## config.mk

```make
export PLATFORM = sky130hd
export DESIGN_NAME = async_rx_core
export DESIGN_NICKNAME = d
export VERILOG_FILES = /design/src/rtl/async_rx_pkg.sv /design/src/rtl/rx_sampler.sv /design/src/rtl/rx_fifo.sv /design/src/rtl/rx_err_flag.sv /design/src/rtl/async_rx_core.sv
export SDC_FILE = /design/constraint.sdc
export NUM_CORES = 1
export LEC_CHECK = 0
export BUFFER_PORTS_ARGS = -buffer_cell sky130_fd_sc_hd__buf_2
export CORE_MARGIN = 4
export CORE_UTILIZATION = 45
export DETAILED_ROUTE_END_ITERATION = 16
export PLACE_DENSITY = 0.62
export RECOVER_POWER = 100
export SLEW_MARGIN = 10
export SYNTH_ARGS = -nofsm -noshare
export SYNTH_HDL_FRONTEND = slang
export SYNTH_SLANG_ARGS = --single-unit
```

## constraint.sdc

```tcl
create_clock -name clk -period 4 [get_ports clk]
set_input_delay 0.2 -clock clk [delete_from_list [all_inputs] [get_ports clk]]
set_output_delay 0.2 -clock clk [all_outputs]
set_load 0.01 [all_outputs]
```

## src/rtl/async_rx_pkg.sv

```systemverilog
package async_rx_pkg;

    localparam int RX_DATA_BITS = 8;

    typedef enum logic [2:0] {
        RX_IDLE,
        RX_START,
        RX_DATA,
        RX_PAR,
        RX_STOP1,
        RX_STOP2
    } rx_state_e;

    typedef struct packed {
        logic       par_en;
        logic       par_odd;
        logic       two_stop;
    } rx_fmt_t;

    typedef struct packed {
        logic [RX_DATA_BITS-1:0] data;
        logic                    frame_err;
        logic                    par_err;
    } rx_frame_t;

    function automatic logic parity_mismatch(
        input logic [RX_DATA_BITS-1:0] d,
        input logic                    pbit,
        input logic                    odd
    );
        return (^{d, pbit}) != odd;
    endfunction

endpackage

```

## src/rtl/rx_sampler.sv

```systemverilog
module rx_sampler
    import async_rx_pkg::*;
#(
    parameter int OSR = 16
) (
    input  logic      clk,
    input  logic      rst,
    input  logic      run,
    input  logic      tick,
    input  logic      rxd,
    input  rx_fmt_t   fmt,
    output logic      done,
    output rx_frame_t frame
);
    localparam int CW = $clog2(OSR);
    localparam int BW = $clog2(RX_DATA_BITS);
    localparam logic [CW-1:0] MID  = CW'(OSR / 2 - 1);
    localparam logic [CW-1:0] LAST = CW'(OSR - 1);
    localparam logic [BW-1:0] TOPB = BW'(RX_DATA_BITS - 1);

    rx_state_e               st;
    logic [CW-1:0]           cnt;
    logic [BW-1:0]           bidx;
    logic [RX_DATA_BITS-1:0] sh;
    logic                    pe_q;

    always_ff @(posedge clk) begin
        done <= 1'b0;
        if (rst) begin
            st    <= RX_IDLE;
            cnt   <= '0;
            bidx  <= '0;
            sh    <= '0;
            pe_q  <= 1'b0;
            frame <= '0;
        end else if (!run) begin
            st  <= RX_IDLE;
            cnt <= '0;
        end else if (tick) begin
            unique case (st)
                RX_IDLE: begin
                    if (!rxd) begin
                        st  <= RX_START;
                        cnt <= '0;
                    end
                end
                RX_START: begin
                    if (cnt == MID) begin
                        cnt  <= '0;
                        bidx <= '0;
                        pe_q <= 1'b0;
                        st   <= rxd ? RX_IDLE : RX_DATA;
                    end else begin
                        cnt <= cnt + 1'b1;
                    end
                end
                RX_DATA: begin
                    if (cnt == LAST) begin
                        cnt  <= '0;
                        sh   <= {rxd, sh[RX_DATA_BITS-1:1]};
                        bidx <= bidx + 1'b1;
                        if (bidx == TOPB)
                            st <= fmt.par_en ? RX_PAR : RX_STOP1;
                    end else begin
                        cnt <= cnt + 1'b1;
                    end
                end
                RX_PAR: begin
                    if (cnt == LAST) begin
                        cnt  <= '0;
                        pe_q <= parity_mismatch(sh, rxd, fmt.par_odd);
                        st   <= RX_STOP1;
                    end else begin
                        cnt <= cnt + 1'b1;
                    end
                end
                RX_STOP1: begin
                    if (cnt == LAST) begin
                        cnt             <= '0;
                        frame.data      <= sh;
                        frame.frame_err <= !rxd;
                        frame.par_err   <= pe_q;
                        if (fmt.two_stop) begin
                            st <= RX_STOP2;
                        end else begin
                            st   <= RX_IDLE;
                            done <= 1'b1;
                        end
                    end else begin
                        cnt <= cnt + 1'b1;
                    end
                end
                RX_STOP2: begin
                    if (cnt == LAST) begin
                        cnt  <= '0;
                        st   <= RX_IDLE;
                        done <= 1'b1;
                    end else begin
                        cnt <= cnt + 1'b1;
                    end
                end
                default: st <= RX_IDLE;
            endcase
        end
    end

    // one completion pulse per frame
    a_r2_done_single: assert property (@(posedge clk) disable iff (rst)
        done |=> !done);

    // data phase entered only after a low mid-bit start sample
    a_r3_start_low: assert property (@(posedge clk) disable iff (rst)
        (st == RX_DATA && $past(st) == RX_START) |-> !$past(rxd));

endmodule

```

## src/rtl/rx_fifo.sv

```systemverilog
module rx_fifo #(
    parameter int DEPTH = 16,
    parameter int W     = 8
) (
    input  logic                         clk,
    input  logic                         rst,
    input  logic                         push,
    input  logic [W-1:0]                 wdata,
    input  logic                         pop,
    output logic [W-1:0]                 rdata,
    output logic [$clog2(DEPTH+1)-1:0]   count,
    output logic                         full
);
    localparam int AW = $clog2(DEPTH);
    localparam int CW = $clog2(DEPTH + 1);
    localparam logic [AW-1:0] PTR_LAST = AW'(DEPTH - 1);
    localparam logic [CW-1:0] CNT_FULL = CW'(DEPTH);

    logic [W-1:0]  mem [DEPTH];
    logic [AW-1:0] wr_ptr, rd_ptr;
    logic          do_push, do_pop;

    assign full    = (count == CNT_FULL);
    assign do_push = push && !full;
    assign do_pop  = pop && (count != '0);

    always_ff @(posedge clk) begin
        if (do_push)
            mem[wr_ptr] <= wdata;
    end

    always_ff @(posedge clk) begin
        if (rst) begin
            wr_ptr <= '0;
            rd_ptr <= '0;
            count  <= '0;
            rdata  <= '0;
        end else begin
            if (do_push)
                wr_ptr <= (wr_ptr == PTR_LAST) ? '0 : wr_ptr + 1'b1;
            if (do_pop) begin
                rdata  <= mem[rd_ptr];
                rd_ptr <= (rd_ptr == PTR_LAST) ? '0 : rd_ptr + 1'b1;
            end
            case ({do_push, do_pop})
                2'b10:   count <= count + 1'b1;
                2'b01:   count <= count - 1'b1;
                default: count <= count;
            endcase
        end
    end

    // occupancy never exceeds the depth
    a_r7_no_overflow: assert property (@(posedge clk) disable iff (rst)
        count <= CNT_FULL);

    // empty pop leaves data and count alone
    a_r12_empty_pop: assert property (@(posedge clk) disable iff (rst)
        (count == '0 && pop && !push) |=> (count == '0 && $stable(rdata)));

    // a lone pop lowers the count by one
    a_r2_pop_dec: assert property (@(posedge clk) disable iff (rst)
        (pop && !push && count != '0) |=> (count == $past(count) - 1'b1));

endmodule

```

## src/rtl/rx_err_flag.sv

```systemverilog
module rx_err_flag (
    input  logic clk,
    input  logic rst,
    input  logic standby,
    input  logic frame_done,
    input  logic frame_err,
    input  logic par_err,
    input  logic fifo_full,
    input  logic halt_on_err,
    input  logic flag_rd,
    input  logic flag_wr,
    input  logic flag_wdata,
    output logic err_flag,
    output logic locked
);
    logic armed;
    logic ovr_ev, bad_ev, set_ev, clr_ev, lock_ev;

    assign ovr_ev  = frame_done && fifo_full;
    assign bad_ev  = frame_done && !fifo_full && (frame_err || par_err);
    assign set_ev  = ovr_ev || bad_ev;
    assign clr_ev  = flag_wr && !flag_wdata && armed;
    assign lock_ev = ovr_ev || (bad_ev && halt_on_err);

    always_ff @(posedge clk) begin
        if (rst || standby) begin
            err_flag <= 1'b0;
            locked   <= 1'b0;
            armed    <= 1'b0;
        end else begin
            if (set_ev)
                err_flag <= 1'b1;
            else if (clr_ev)
                err_flag <= 1'b0;

            if (lock_ev)
                locked <= 1'b1;
            else if (clr_ev)
                locked <= 1'b0;

            if (flag_wr)
                armed <= 1'b0;
            else if (flag_rd && err_flag)
                armed <= 1'b1;
        end
    end

    // flag falls only through an armed zero write, standby or reset
    a_r9_clear_needs_arm: assert property (@(posedge clk) disable iff (rst)
        $fell(err_flag) |-> ($past(rst) || $past(standby) ||
                             ($past(armed) && $past(flag_wr) && !$past(flag_wdata))));

    // full-queue completion flags and locks
    a_r7_overrun_sets: assert property (@(posedge clk) disable iff (rst)
        (frame_done && fifo_full && !standby) |=> (err_flag && locked));

    // without a frame, a write or standby the flag holds
    a_r11_flag_hold: assert property (@(posedge clk) disable iff (rst)
        (!frame_done && !flag_wr && !standby) |=> $stable(err_flag));

endmodule

```

## src/rtl/async_rx_core.sv

```systemverilog
module async_rx_core
    import async_rx_pkg::*;
#(
    parameter int FIFO_DEPTH = 16,
    parameter int OSR        = 16
) (
    input  logic                              clk,
    input  logic                              rst,
    input  logic                              standby,
    input  logic                              os_tick,
    input  logic                              rxd,
    input  logic                              rx_en,
    input  logic                              par_en,
    input  logic                              par_odd,
    input  logic                              two_stop,
    input  logic                              err_int_en,
    input  logic                              rd_pop,
    output logic [RX_DATA_BITS-1:0]           rd_data,
    output logic [$clog2(FIFO_DEPTH+1)-1:0]   fifo_cnt,
    input  logic                              flag_rd,
    input  logic                              flag_wr,
    input  logic                              flag_wdata,
    output logic                              err_flag
);
    rx_fmt_t   fmt;
    rx_frame_t frame;
    logic      frame_done;
    logic      locked;
    logic      run;
    logic      fifo_full;
    logic      push;

    assign fmt.par_en   = par_en;
    assign fmt.par_odd  = par_odd;
    assign fmt.two_stop = two_stop;

    assign run  = rx_en && !locked;
    assign push = frame_done && !fifo_full;

    rx_sampler #(.OSR(OSR)) u_sampler (
        .clk   (clk),
        .rst   (rst),
        .run   (run),
        .tick  (os_tick),
        .rxd   (rxd),
        .fmt   (fmt),
        .done  (frame_done),
        .frame (frame)
    );

    rx_fifo #(.DEPTH(FIFO_DEPTH), .W(RX_DATA_BITS)) u_fifo (
        .clk   (clk),
        .rst   (rst),
        .push  (push),
        .wdata (frame.data),
        .pop   (rd_pop),
        .rdata (rd_data),
        .count (fifo_cnt),
        .full  (fifo_full)
    );

    rx_err_flag u_flag (
        .clk         (clk),
        .rst         (rst),
        .standby     (standby),
        .frame_done  (frame_done),
        .frame_err   (frame.frame_err),
        .par_err     (frame.par_err),
        .fifo_full   (fifo_full),
        .halt_on_err (err_int_en),
        .flag_rd     (flag_rd),
        .flag_wr     (flag_wr),
        .flag_wdata  (flag_wdata),
        .err_flag    (err_flag),
        .locked      (locked)
    );

    // no frame completes while reception is locked
    a_r8_locked_quiet: assert property (@(posedge clk) disable iff (rst)
        locked |-> !frame_done);

endmodule

```

==> results.py <==
metrics = {
    "worst_setup_path": {
        "cp_slowest_cell": "nor4_1",
        "worstPathRequired_ns": 4.34,
        "max_stage_delay_ns": 0.46,
        "crit_path_end_kind": "flop",
        "worstPathCellList": "nor4_1, a21bo_2, buf_4, inv_1, ha_1, xor2_1, ha_1, a21o_1, a22oi_1, o221a_2, or3_1, a21oi_1",
        "cp.arrival_ns": 3.58,
        "crit_path_frequent_cell": "ha_1",
        "crit_type": "flop to flop",
        "cpLargestDelayFamily": "compound AO/OA/AOI/OAI gates",
        "start_kind": "flop",
        "worstPathMaxFanout": 21,
        "crit_buf_inv": 2,
    },
    "run_status": {
        "outcome": "complete, no violations",
    },
    "cts": {
        "cts.path.max_buffers": 2,
        "cts_buffers": 17,
        "worstSkewPairLatency_ns": 0.42,
        "root_buffer": "clkbuf_16",
        "cts_setup_buffers": 0,
        "cts.sinks": 182,
        "clkTransAtPathRegs_ns": 0.06,
        "post_cts_resized": 0,
        "cts_tree": "built",
        "cts_hold_buf": 3,
        "htreeDepth": 4,
    },
    "synthesis": {
        "synth-compound-area-share": 0.0676,
        "ys_top_cells_by_count": "128 x edfxtp_1, 65 x nor2_1, 54 x dfxtp_1, 31 x a21oi_1, 23 x mux2i_1",
        "synth_top_family_by_area": "multiplexers",
        "netlist_top_cells_area": "edfxtp_1 51%, dfxtp_1 14%, mux4_2 5.3%, mux4_1 4.9%, nor2_1 3.2%",
        "synth_top_area_share": 0.507,
        "synth-xor-area-share": 0.0226,
        "yosysTopAreaCell": "edfxtp_1",
        "ys_seq_elements": 182,
        "syn_area_sq_mm": 0.00758,
        "yosysMostFrequentCell": "edfxtp_1",
        "synth_edf_count": 128,
        "synth-simple-area-share": 0.0832,
        "synth.distinct_cells": 55,
        "ys.flop_type": "edfxtp_1",
        "yosys_warnings": 0,
        "seq_area_frac_synth": 0.649,
        "synth.mux.area_fraction": 0.132,
        "synthArstFlopShare": 0,
        "synthCells": 514,
        "synth_fa_ha_area_frac": 0.0181,
        "synth_fp_nets": 539,
        "syn_avg_cell_area_sq_um": 14.8,
    },
    "finish": {
        "final_nets": 567,
        "synthToLayoutAreaGrowth_pct": 11.9,
        "post-route-util": 0.514,
        "final_cell_count_no_fill": 775,
        "antenna_cells": 0,
        "drive_gt1_frac": 0.119,
        "fin_area_sq_mm": 0.00849,
    },
    "route": {
        "num_vias": 4242,
        "viasPerCell": 5.47,
        "drcViolationCount": 0,
        "firstDrtPassIters": 4,
        "drt_first_iter_violations": 267,
        "wl_per_cell_microns": 19.0,
        "wl_microns": 14700,
        "ant_nets": 0,
    },
    "floorplanning": {
        "dieArea_sq_mm": 0.0190,
        "io_pins": 28,
        "die_y_microns": 138,
        "initial_core_util": 0.459,
        "core-area_sq_mm": 0.0165,
        "row_count": 47,
        "die_w_microns": 138,
    },
    "global_routing": {
        "first_global_vias": 4158,
        "grt_max_degree": 49,
        "antenna_found_initial": 0,
        "grt_pass1_wl_microns": 22800,
        "use_met1": 0.219,
        "grtUsageMet3": 0.0325,
        "met2_usage": 0.265,
        "grt-ovfl-total": 0,
        "top_usage_layer": "met2",
        "track_usage": 0.164,
    },
    "sta": {
        "hold_violations": 0,
        "setup_violations": 0,
        "fmax_ghz": 0.309,
        "rsz0062_at_grt": "false",
        "tns_ns": 0,
        "worstMarginPinSlew_ns": 1.00,
        "setup_slack_ns": 0.760,
        "period_needed_ns": 3.24,
        "drv_slew": 0,
        "clock_skew_ns": 0.00882,
        "whs_ns": 0.0558,
        "max_slew_margin": 0.329,
        "period_share": 0.810,
    },
    "place": {
        "pre_cts_ws_ns": 0.784,
        "hpwlAfterDp_microns": 9590,
        "dp_cells": 740,
        "place.gp.congestion": 0.782,
        "dpl-instance-area_sq_mm": 0.00789,
        "portBuffers": 27,
    },
    "power": {
        "vdd_drop_max_v": 0.000342,
        "clkPwrFrac": 0.456,
        "p_int_mw": 3.05,
        "swShare": 0.181,
        "power_mw": 3.73,
        "power.leakage_nw": 2.48,
        "p_comb_frac": 0.010,
        "power_switching_mw": 0.676,
        "pwr-share-seq": 0.535,
        "power_density_mw_per_mm2": 439,
    },
    "worst_hold_path": {
        "min_path_type": "primary input to flop",
    },
    "job": {
        "drv_cap": 0,
    },
}
-- kinds of logic after synthesis --
logic type               count (synthesis)
flip-flops                             182
XOR/XNOR                                18
multiplexers                            55
AND/OR/NAND/NOR                        133
adder cells (fa/ha/maj)                 11
buffers and inverters                   38
AO/OA/AOI/OAI                           77
-- per-layer routing --
layer  share of wire  wire, microns
met3           0.033            487
met2            0.50           7360
met4           0.017            253
met1            0.45           6630
met5               0              0
-- power groups by stage --
stage | sequential [mW] | clock [mW] | combinational [mW]
2_1_floorplan | 2.03 | 0 | 0.0238
3_3_place_gp | 2.03 | 0 | 0.0344
3_5_place_dp | 2.03 | 0 | 0.0350
4_1_cts | 1.99 | 1.73 | 0.0366
5_1_grt | 1.99 | 1.83 | 0.0398
6_report | 1.99 | 1.70 | 0.0362
-- layout by cell type, fill, tap and decap left out, drive strengths merged, types with 9 or more instances in the layout --
| cell type | netlist | final |
|---|---|---|
| mux2i | 23 | 23 |
| nor2 | 66 | 66 |
| a22oi | 17 | 17 |
| nand2 | 18 | 18 |
| nand2b | 10 | 10 |
| xnor2 | 9 | 9 |
| edfxtp | 128 | 128 |
| buf | 19 | 15 |
| a21oi | 33 | 33 |
| ha | 11 | 11 |
| nor3 | 9 | 9 |
| mux4 | 32 | 32 |
| dfxtp | 54 | 54 |
| clkbuf | 11 | 47 |
-- flip-flops by register name, summed over array words and instances (netlist names), 3 cells and up --
register	flops
u_sampler.frame	10
u_fifo.mem	128
u_sampler.cnt	4
u_fifo.count	5
u_sampler.st	3
u_sampler.bidx	3
u_fifo.rdata	8
u_sampler.sh	8
u_fifo.rd_ptr	4
u_fifo.wr_ptr	4
-- area by class of cell --
type,count,area (sq um)
Inverter,8,30.0
Multi-Input combinational cell,294,2450
Sequential cell,182,4920
Timing Repair Buffer,39,191
Clock inverter,6,86.3
Fill cell,1379,8040
Tap cell,220,275
Clock buffer,26,532
-- final timing paths --
check,from,endpoint,slack (ns),cells after the start
setup reg to reg,u_fifo.count[1],u_fifo.count[4],0.76,12
hold / removal,two_stop,u_sampler.done,0.06,2
hold reg to reg,u_sampler.pe_q,u_sampler.pe_q,0.47,2
setup / recovery,u_fifo.count[1],u_fifo.count[4],0.76,12
No activity file was read; power rests on OpenSTA's default activity.
